**src/rtl/rcfg_pkg.sv**
```systemverilog
package rcfg_pkg;

    parameter int unsigned REG_W = 32;

    localparam int unsigned CMD_WORD = 0;
    localparam int unsigned SEL_WORD = 1;

    localparam int unsigned CMD_RECONF_BIT = 0;
    localparam int unsigned CMD_WDOG_BIT   = 1;
    localparam int unsigned SEL_OVR_BIT    = 0;
    localparam int unsigned SEL_IMG_BIT    = 1;

    localparam int unsigned STS_BUSY_BIT = 0;
    localparam int unsigned STS_OVR_BIT  = 1;
    localparam int unsigned STS_IMG_BIT  = 2;

    typedef struct packed {
        logic reconf_req;
        logic wdog_req;
        logic sel_wr;
        logic ovr_bit;
        logic img_bit;
    } wr_cmd_t;

    typedef struct packed {
        logic img;
        logic ovr;
        logic busy;
    } status_t;

    function automatic logic [2:0] pack_status(input status_t s);
        logic [2:0] v;
        v = '0;
        v[STS_BUSY_BIT] = s.busy;
        v[STS_OVR_BIT]  = s.ovr;
        v[STS_IMG_BIT]  = s.img;
        return v;
    endfunction

endpackage

```
**src/rtl/rcfg_wr_decode.sv**
```systemverilog
module rcfg_wr_decode
    import rcfg_pkg::*;
#(
    parameter int unsigned ADDR_W = 4,
    parameter int unsigned DATA_W = 32
) (
    input  logic              wr_en,
    input  logic [ADDR_W-1:0] wr_addr,
    input  logic [DATA_W-1:0] wr_data,
    output wr_cmd_t           cmd
);

    localparam logic [ADDR_W-1:0] CMD_A = ADDR_W'(CMD_WORD);
    localparam logic [ADDR_W-1:0] SEL_A = ADDR_W'(SEL_WORD);

    logic hit_cmd;
    logic hit_sel;
    logic unused_hi;

    assign hit_cmd   = wr_en && (wr_addr == CMD_A);
    assign hit_sel   = wr_en && (wr_addr == SEL_A);
    assign unused_hi = ^wr_data[DATA_W-1:2];

    always_comb begin
        cmd            = '0;
        cmd.reconf_req = hit_cmd && wr_data[CMD_RECONF_BIT];
        cmd.wdog_req   = hit_cmd && wr_data[CMD_WDOG_BIT];
        cmd.sel_wr     = hit_sel;
        cmd.ovr_bit    = wr_data[SEL_OVR_BIT];
        cmd.img_bit    = wr_data[SEL_IMG_BIT];
    end

endmodule

```
**src/rtl/rcfg_sel_xfer.sv**
```systemverilog
module rcfg_sel_xfer #(
    parameter int unsigned XFER_CYCLES = 4
) (
    input  logic clk,
    input  logic rst,
    input  logic sel_wr,
    input  logic ovr_bit,
    input  logic img_bit,
    output logic busy,
    output logic ovr_q,
    output logic img_q,
    output logic cfg_ovr,
    output logic cfg_img
);

    localparam int unsigned CNT_W = $clog2(XFER_CYCLES + 1);
    localparam logic [CNT_W-1:0] LOAD = CNT_W'(XFER_CYCLES);
    localparam logic [CNT_W-1:0] LAST = CNT_W'(1);

    logic [CNT_W-1:0] cnt_q;
    logic             accept;

    assign busy   = (cnt_q != '0);
    assign accept = sel_wr && !busy;

    always_ff @(posedge clk) begin
        if (rst) begin
            cnt_q <= '0;
            ovr_q <= 1'b0;
            img_q <= 1'b0;
        end else if (accept) begin
            cnt_q <= LOAD;
            ovr_q <= ovr_bit;
            img_q <= img_bit;
        end else if (busy) begin
            cnt_q <= cnt_q - LAST;
        end
    end

    always_ff @(posedge clk) begin
        if (rst) begin
            cfg_ovr <= 1'b0;
            cfg_img <= 1'b0;
        end else if (cnt_q == LAST) begin
            cfg_ovr <= ovr_q;
            cfg_img <= img_q;
        end
    end

    assert_busy_from_write_R4: assert property (@(posedge clk) disable iff (rst)
        $rose(busy) |-> $past(sel_wr));

    assert_drop_while_busy_R5: assert property (@(posedge clk) disable iff (rst)
        busy |=> $stable({ovr_q, img_q}));

    assert_cfg_at_fall_R8: assert property (@(posedge clk) disable iff (rst)
        !$stable({cfg_ovr, cfg_img}) |-> $fell(busy));

endmodule

```
**src/rtl/rcfg_pulse_gen.sv**
```systemverilog
module rcfg_pulse_gen (
    input  logic clk,
    input  logic rst,
    input  logic busy,
    input  logic reconf_req,
    input  logic wdog_req,
    output logic reconfig_pulse,
    output logic wdog_pulse
);

    logic pend_q;
    logic fire_q;

    always_ff @(posedge clk) begin
        if (rst) begin
            pend_q <= 1'b0;
            fire_q <= 1'b0;
        end else begin
            pend_q <= busy && (pend_q || reconf_req);
            fire_q <= !busy && pend_q;
        end
    end

    assign reconfig_pulse = !rst && ((reconf_req && !busy) || fire_q);
    assign wdog_pulse     = !rst && wdog_req;

    assert_deferred_after_idle_R7: assert property (@(posedge clk) disable iff (rst)
        fire_q |-> !$past(busy));

    assert_deferred_single_R7: assert property (@(posedge clk) disable iff (rst)
        fire_q |=> !fire_q);

endmodule

```
**src/rtl/rcfg_ctrl_regs.sv**
```systemverilog
module rcfg_ctrl_regs
    import rcfg_pkg::*;
#(
    parameter int unsigned ADDR_W      = 4,
    parameter int unsigned DATA_W      = REG_W,
    parameter int unsigned XFER_CYCLES = 4
) (
    input  logic              clk,
    input  logic              rst,
    input  logic              wr_en,
    input  logic [ADDR_W-1:0] wr_addr,
    input  logic [DATA_W-1:0] wr_data,
    input  logic [ADDR_W-1:0] rd_addr,
    output logic [DATA_W-1:0] rd_data,
    input  logic              pin_image_sel,
    output logic              reconfig_pulse,
    output logic              wdog_rst_pulse,
    output logic              busy,
    output logic              eff_image_sel,
    output logic              cfg_ovr_en,
    output logic              cfg_image_sel
);

    localparam logic [ADDR_W-1:0] SEL_A = ADDR_W'(SEL_WORD);

    wr_cmd_t cmd;
    status_t sts;
    logic    ovr_q;
    logic    img_q;

    rcfg_wr_decode #(.ADDR_W(ADDR_W), .DATA_W(DATA_W)) u_dec (
        .wr_en   (wr_en),
        .wr_addr (wr_addr),
        .wr_data (wr_data),
        .cmd     (cmd)
    );

    rcfg_sel_xfer #(.XFER_CYCLES(XFER_CYCLES)) u_xfer (
        .clk     (clk),
        .rst     (rst),
        .sel_wr  (cmd.sel_wr),
        .ovr_bit (cmd.ovr_bit),
        .img_bit (cmd.img_bit),
        .busy    (busy),
        .ovr_q   (ovr_q),
        .img_q   (img_q),
        .cfg_ovr (cfg_ovr_en),
        .cfg_img (cfg_image_sel)
    );

    rcfg_pulse_gen u_pulse (
        .clk            (clk),
        .rst            (rst),
        .busy           (busy),
        .reconf_req     (cmd.reconf_req),
        .wdog_req       (cmd.wdog_req),
        .reconfig_pulse (reconfig_pulse),
        .wdog_pulse     (wdog_rst_pulse)
    );

    assign eff_image_sel = ovr_q ? img_q : pin_image_sel;

    always_comb begin
        sts.busy = busy;
        sts.ovr  = ovr_q;
        sts.img  = img_q;
        rd_data  = '0;
        if (rd_addr == SEL_A) rd_data[2:0] = pack_status(sts);
    end

    assert_both_pulses_R2: assert property (@(posedge clk) disable iff (rst)
        (wr_en && wr_addr == '0 && wr_data[1:0] == 2'b11 && !busy)
            |-> (reconfig_pulse && wdog_rst_pulse));

    assert_override_mux_R6: assert property (@(posedge clk) disable iff (rst)
        !rd_data[STS_OVR_BIT] && rd_addr == SEL_A |-> eff_image_sel == pin_image_sel);

endmodule

```
**config.mk**
```make
export PLATFORM = sky130hd
export DESIGN_NAME = rcfg_ctrl_regs
export DESIGN_NICKNAME = d
export VERILOG_FILES = /design/src/rtl/rcfg_pkg.sv /design/src/rtl/rcfg_wr_decode.sv /design/src/rtl/rcfg_sel_xfer.sv /design/src/rtl/rcfg_pulse_gen.sv /design/src/rtl/rcfg_ctrl_regs.sv
export SDC_FILE = /design/constraint.sdc
export NUM_CORES = 1
export LEC_CHECK = 0
export ABC_AREA = 1
export BUFFER_PORTS_ARGS = -buffer_cell sky130_fd_sc_hd__buf_2
export CAP_MARGIN = 30
export CORE_MARGIN = 5
export CORE_UTILIZATION = 38
export CTS_BUF_LIST = sky130_fd_sc_hd__clkbuf_4
export CTS_CLUSTER_SIZE = 8
export DETAILED_ROUTE_END_ITERATION = 16
export PLACE_DENSITY = 0.86
export SLEW_MARGIN = 20
export SYNTH_ARGS = -nofsm -noshare
export SYNTH_HDL_FRONTEND = slang
export SYNTH_SLANG_ARGS = --single-unit
```
**constraint.sdc**
```tcl
create_clock -name clk -period 2.4 [get_ports clk]
set_input_delay 0.6 -clock clk [delete_from_list [all_inputs] [get_ports clk]]
set_output_delay 0.6 -clock clk [all_outputs]
set_load 0.01 [all_outputs]
```
==> metrics.csv, run 1 <==
stage,metric,value,unit
clock_network,post_cts_hold_buffer_count,0,
clock_network,cts_repair_resize_count,0,
power_and_ir_drop,design_power_total,673,uW
detailed_routing,drt_wl_total,1400,um
placement,routabilityCongestion,0.721,
synth,synth_sequential_area_ratio,0.239,
clock_network,clock_latency_on_the_worst_skew_pair,270,ps
timing,report.final.slew_viol_count,0,
clock_network,number_of_buffers_inserted_during_clock_tree_synthesis,3,
detailed_routing,dr_drc_count,0,
power_and_ir_drop,power_leakage,0.453,nW
clock_network,cts-root-buf,sky130_fd_sc_hd__clkbuf_4,
worst_setup_path,cp_data_required_time,1800,ps
cells_and_area,layout.cell_area.non_filler,812,um2
placement,dpl_cell_area,782,um2
floorplan,placement_rows,16,
clock_network,cts_tree,yes,
detailed_routing,detail_route.iter0.violations,3,
floorplan,initial_utilization,0.393,
detailed_routing,avgViaCountPerCell,3.96,
synth,synthesis.area_per_instance,7.62,um2
synth,synth_area,754,um2
global_route,grt_first_pass_wirelength,2090,um
synth,ys_seq_elements,9,
placement,pre_cts_slack,462,ps
timing,setup_repair_after_global_routing_missed_its_margin,false,
synth,synthCells,99,
clock_network,numClockSinks,9,
cells_and_area,design.final.nets,172,
floorplan,core_area,1920,um2
worst_setup_path,crit_fanout,5,
timing,final.min_clock_period,2050,ps
global_route,number_of_global_route_vias_before_repair,531,
global_route,grt_start_max_net_pins,10,
cells_and_area,layout-area-overhead-vs-synth,7.63,%
timing,skew,1.57,ps
detailed_routing,ant_nets,0,
timing,hold_viol,0,
worst_setup_path,worstSetupStartpointType,flop,
timing,finalSetupViolCount,0,
placement,input_output_buffers,22,
clock_network,postCtsSetupBuffers,0,
min_path,class_of_the_worst_hold_path,reg2reg,
placement,place_hpwl,1210,um
cells_and_area,num_antenna_cells,0,
worst_setup_path,end_kind,output pin,
global_route,grt_antenna_before_repair,0,
power_and_ir_drop,power.density_cell_area,828,nW/um2
timing,setup_tns,0,ps
timing,fmax,489,MHz
floorplan,fp.dieW,54.6,um
worst_setup_path,crit_arrival,1450,ps
timing,whs,442,ps
detailed_routing,wl_per_cell,9.25,um
run,cap_violations,0,
floorplan,floorplan.die_area,2980,um2
floorplan,num_io_pins,82,
clock_network,cts.reportedPaths.clkPinSlew,60,ps
worst_setup_path,crit_type,reg2out,
global_route,global_route.usage.total,0.0994,
cells_and_area,drive_above_1_share,0.298,
power_and_ir_drop,vdd_ir_drop_max,0.346,mV
global_route,grt_overflow_total,0,
clock_network,max_root_sink_buffers,2,
synth,synthesis.yosys.warnings,0,
synth,post_synth_num_cell_types,23,
floorplan,die_height,54.6,um
timing,layout_worst_path_cycle_share,0.853,
outcome,outcome,completed,
detailed_routing,drt_first_pass_iters,4,
detailed_routing,route.vias.total,598,
timing,post-route-worst-setup-slack,353,ps
clock_network,cts.htree.levels,1,
-- cell families after synthesis --
family	Yosys count	share of synthesized area
xor gates and xnor gates	2	0.0232
buffers and inverters	42	0.367
DFF	9	0.239
adders and majority gates	3	0.0498
AOI/OAI and AO/OA	9	0.0647
other	1	0.00497
and+or+nand+nor	33	0.252
-- stage by stage --
| stage | utilization | instances |
|---|---|---|
| finish | 0.423 | 151 |
| global route | 0.423 | 151 |
| CTS | 0.423 | 151 |
| detailed placement | 0.407 | 147 |
| global placement | 0.407 | 147 |
| floorplan | - | 127 |
-- per-layer routing --
layer	wire (um)	up-vias	track usage
met1	499	268	0.103
li1	-	299	-
met2	720	28	0.169
met4	27	0	0.0622
met3	149	3	0.0354
met5	0	-	0
-- layout by cell type (no fill, tap or decap), drive strengths merged, types with 4 or more instances in the layout --
cell type   n
buf        23
dfxtp       9
nor2       13
nand2      12
inv        12
nand4       4
conb       29
clkbuf      4
o21ai       6
-- final cells by class --
cell class                 count  area, um2
fill                         199       1110
clock buffer                   4       30.0
inverter                      12       47.5
sequential                     9        180
timing repair buffer          23        118
tap                           27       33.8
multi-input combinational     76        403
-- sequential cells by signal, indices dropped and copies added (netlist names) --
register and cells:
u_xfer.ovr_q 1, u_xfer.cnt_q 3, u_xfer.img_q 1, u_pulse.pend_q 1, u_pulse.fire_q 1, u_xfer.cfg_ovr 1
u_xfer.cfg_img 1
-- worst max-delay path: stages, from the launching register on --
cell and delay [ps]:
sky130_fd_sc_hd__dfxtp_1 320, sky130_fd_sc_hd__inv_1 110, sky130_fd_sc_hd__ha_1 210, sky130_fd_sc_hd__nand2_4 100, sky130_fd_sc_hd__inv_4 80, sky130_fd_sc_hd__nand2_1 70
sky130_fd_sc_hd__o21ai_1 140, sky130_fd_sc_hd__buf_2 150
-- path summary, 6_finish.rpt --
check	slack (ps)	from	endpoint	cells after the start
min	440	u_pulse.pend_q	u_pulse.fire_q	2
max reg2reg	1210	u_xfer.cnt_q[0]	u_xfer.ovr_q	7
max	350	u_xfer.cnt_q[0]	reconfig_pulse	7
min reg2reg	440	u_pulse.pend_q	u_pulse.fire_q	2
-- power by group --
part | switching, mW | total [mW] | internal (mW)
combinational | 0.212 | 0.334 | 0.122
clock | 0.0584 | 0.134 | 0.0757
sequential | 0.0201 | 0.204 | 0.184
total | 0.291 | 0.673 | 0.382
-- synthesized netlist by cell type --
master	count	area share
sky130_fd_sc_hd__xnor2_1	1	0.012
sky130_fd_sc_hd__inv_1	9	0.045
sky130_fd_sc_hd__nor2_1	10	0.050
sky130_fd_sc_hd__nand2_4	3	0.045
sky130_fd_sc_hd__dfxtp_1	9	0.24
sky130_fd_sc_hd__conb_1	1	0.0050
sky130_fd_sc_hd__o21ai_0	4	0.027
sky130_fd_sc_hd__xor2_1	1	0.012
sky130_fd_sc_hd__buf_6	1	0.015
sky130_fd_sc_hd__inv_2	2	0.010
sky130_fd_sc_hd__buf_4	29	0.29
sky130_fd_sc_hd__nor2_8	1	0.027
sky130_fd_sc_hd__nand3b_1	1	0.010
sky130_fd_sc_hd__nand2_1	9	0.045
sky130_fd_sc_hd__nor2_2	1	0.0083
sky130_fd_sc_hd__nand4_1	4	0.033
sky130_fd_sc_hd__ha_1	3	0.050
sky130_fd_sc_hd__nor2_4	1	0.015
sky130_fd_sc_hd__nand3_1	3	0.020
sky130_fd_sc_hd__o21ai_2	1	0.012
sky130_fd_sc_hd__inv_4	1	0.0083
sky130_fd_sc_hd__o21ai_1	1	0.0066
sky130_fd_sc_hd__a21oi_1	3	0.020
No activity file was read; power rests on OpenSTA's default activity.
==> run 2: changes to the inputs <==
RECOVER_POWER = 50   (was unset)
==> metrics.csv, run 2 (same netlist as run 1, synthesis figures left out) <==
stage,metric,value,unit
outcome,outcome,completed,
worst_setup_path,crit_arrival,1430,ps
power_and_ir_drop,share_comb_of_total_power,0.489,
power_and_ir_drop,swShare,0.426,
power_and_ir_drop,cellInternalPower,379,uW
clock_network,max_root_sink_buffers,2,
clock_network,cts-root-buf,sky130_fd_sc_hd__clkbuf_4,
clock_network,postCtsSetupBuffers,0,
detailed_routing,drt-met1-wl,482,um
min_path,class_of_the_worst_hold_path,reg2reg,
worst_setup_path,cp_num_buf_inv,3,
timing,fmax,492,MHz
cells_and_area,drive_above_1_share,0.282,
detailed_routing,drt_wl_total,1380,um
cells_and_area,most_frequent_standard_cell_in_the_layout_excluding_fill_and_tap_cells,sky130_fd_sc_hd__conb_1,
global_route,grt_first_pass_wirelength,2090,um
detailed_routing,wl_per_cell,9.15,um
global_route,grt_antenna_before_repair,0,
cells_and_area,layout-area-overhead-vs-synth,5.64,%
floorplan,core_area,1920,um2
placement,place_hpwl,1210,um
floorplan,initial_utilization,0.393,
cells_and_area,flip_flop_count_of_the_largest_register_all_copies_and_words_added,3,
detailed_routing,met2WireLength,723,um
placement,input_output_buffers,22,
clock_network,cts.htree.levels,1,
clock_network,number_of_buffers_inserted_during_clock_tree_synthesis,3,
detailed_routing,detail_route.iter0.violations,4,
timing,final.min_clock_period,2030,ps
detailed_routing,ant_nets,0,
clock_network,cts.reportedPaths.clkPinSlew,60,ps
worst_setup_path,worst_path_dominant_cell_family,buffers and inverters,
timing,setup_tns,0,ps
clock_network,post_cts_hold_buffer_count,0,
clock_network,clock_latency_on_the_worst_skew_pair,270,ps
power_and_ir_drop,p_seq_frac,0.309,
timing,skew,1.06,ps
worst_setup_path,path_depth,7,
power_and_ir_drop,pwr-share-clk,0.202,
cells_and_area,highest_count_cells_in_the_layout_ignoring_fill_and_taps,"sky130_fd_sc_hd__conb_1, sky130_fd_sc_hd__buf_2, sky130_fd_sc_hd__nor2_1",
worst_setup_path,ff2ff_setup_slack,1040,ps
power_and_ir_drop,switchingPower,282,uW
worst_setup_path,crit_type,reg2out,
worst_setup_path,end_kind,output pin,
cells_and_area,design.final.nets,172,
worst_setup_path,cp_data_required_time,1800,ps
detailed_routing,route.vias.total,592,
worst_setup_path,crit_fanout,5,
global_route,number_of_global_route_vias_before_repair,531,
detailed_routing,drt_first_pass_iters,4,
global_route,grt_start_max_net_pins,10,
global_route,global_route.usage.total,0.0994,
detailed_routing,dr_drc_count,0,
worst_setup_path,ff2ff_path_depth,7,
min_path,min_path_cells,2,
floorplan,die_height,54.6,um
cells_and_area,largest_register_by_flop_count,u_xfer.cnt_q,
global_route,grt_overflow_total,0,
clock_network,numClockSinks,9,
cells_and_area,fin_cells,151,
floorplan,num_io_pins,82,
placement,routabilityCongestion,0.721,
cells_and_area,num_antenna_cells,0,
power_and_ir_drop,vdd_ir_drop_max,0.346,mV
power_and_ir_drop,power.density_cell_area,830,nW/um2
placement,dp_cells,147,
timing,setup_repair_after_global_routing_missed_its_margin,false,
timing,layout_worst_path_cycle_share,0.846,
timing,report.final.slew_viol_count,0,
timing,hold_viol,0,
clock_network,cts_repair_resize_count,0,
detailed_routing,avgViaCountPerCell,3.92,
floorplan,fp.dieW,54.6,um
detailed_routing,routed.top_layer,met4,
run,cap_violations,0,
floorplan,placement_rows,16,
worst_setup_path,max_stage_delay,320,ps
detailed_routing,wl_met3,148,um
timing,finalSetupViolCount,0,
clock_network,cts_tree,yes,
worst_setup_path,worstSetupStartpointType,flop,
worst_setup_path,critPathSlowestCell,sky130_fd_sc_hd__dfxtp_1,
floorplan,floorplan.die_area,2980,um2
worst_setup_path,crit_path_cell_trace,"inv_1, ha_1, nand2_4, inv_4, nand2_1, o21ai_1, buf_2",
power_and_ir_drop,power_leakage,0.452,nW
[run 2: tightest hold or removal path, stage by stage, from the launching register on]
cell                      delay [ps]
sky130_fd_sc_hd__dfxtp_1         300
sky130_fd_sc_hd__inv_1            60
sky130_fd_sc_hd__nor2_1           40
[run 2: area by class of cell]
cell class	count	area [um2]
Tap cell	27	33.8
Clock buffer	4	30.0
Sequential cell	9	180
Timing Repair Buffer	23	118
Fill cell	203	1120
Multi-Input combinational cell	76	388
Inverter	12	47.5
[run 2: metrics by stage]
stage | setup slack [ps] | instance area (um2) | util | hold slack (ps) | power (mW)
6_report | 369 | 797 | 0.415 | 441 | 0.661
5_1_grt | 254 | 797 | 0.415 | 466 | 0.718
4_1_cts | 328 | 812 | 0.423 | 445 | 0.680
3_5_place_dp | 462 | 782 | 0.407 | 435 | 0.545
3_3_place_gp | 494 | 782 | 0.407 | 423 | 0.529
2_1_floorplan | 759 | 860 | - | 415 | 0.498
[run 2: worst paths after layout]
check                       start               to
setup / recovery  u_xfer.cnt_q[0]   reconfig_pulse
hold / removal     u_pulse.pend_q   u_pulse.fire_q
setup reg to reg  u_xfer.cnt_q[0]  u_xfer.cnt_q[0]
hold reg to reg    u_pulse.pend_q   u_pulse.fire_q
[run 2: layer usage]
layer / vias to the layer above / GRT usage
met2: 28 / 0.169
met5: - / 0
met4: 0 / 0.0622
met1: 263 / 0.103
met3: 3 / 0.0354
li1: 298 / -
[run 2: power groups by stage]
stage | clock network [mW] | registers [mW] | logic [mW]
CTS | 0.137 | 0.204 | 0.339
finish | 0.134 | 0.204 | 0.323
detailed placement | 0 | 0.207 | 0.338
global route | 0.142 | 0.207 | 0.369
global placement | 0 | 0.205 | 0.324
floorplan | 0 | 0.210 | 0.289
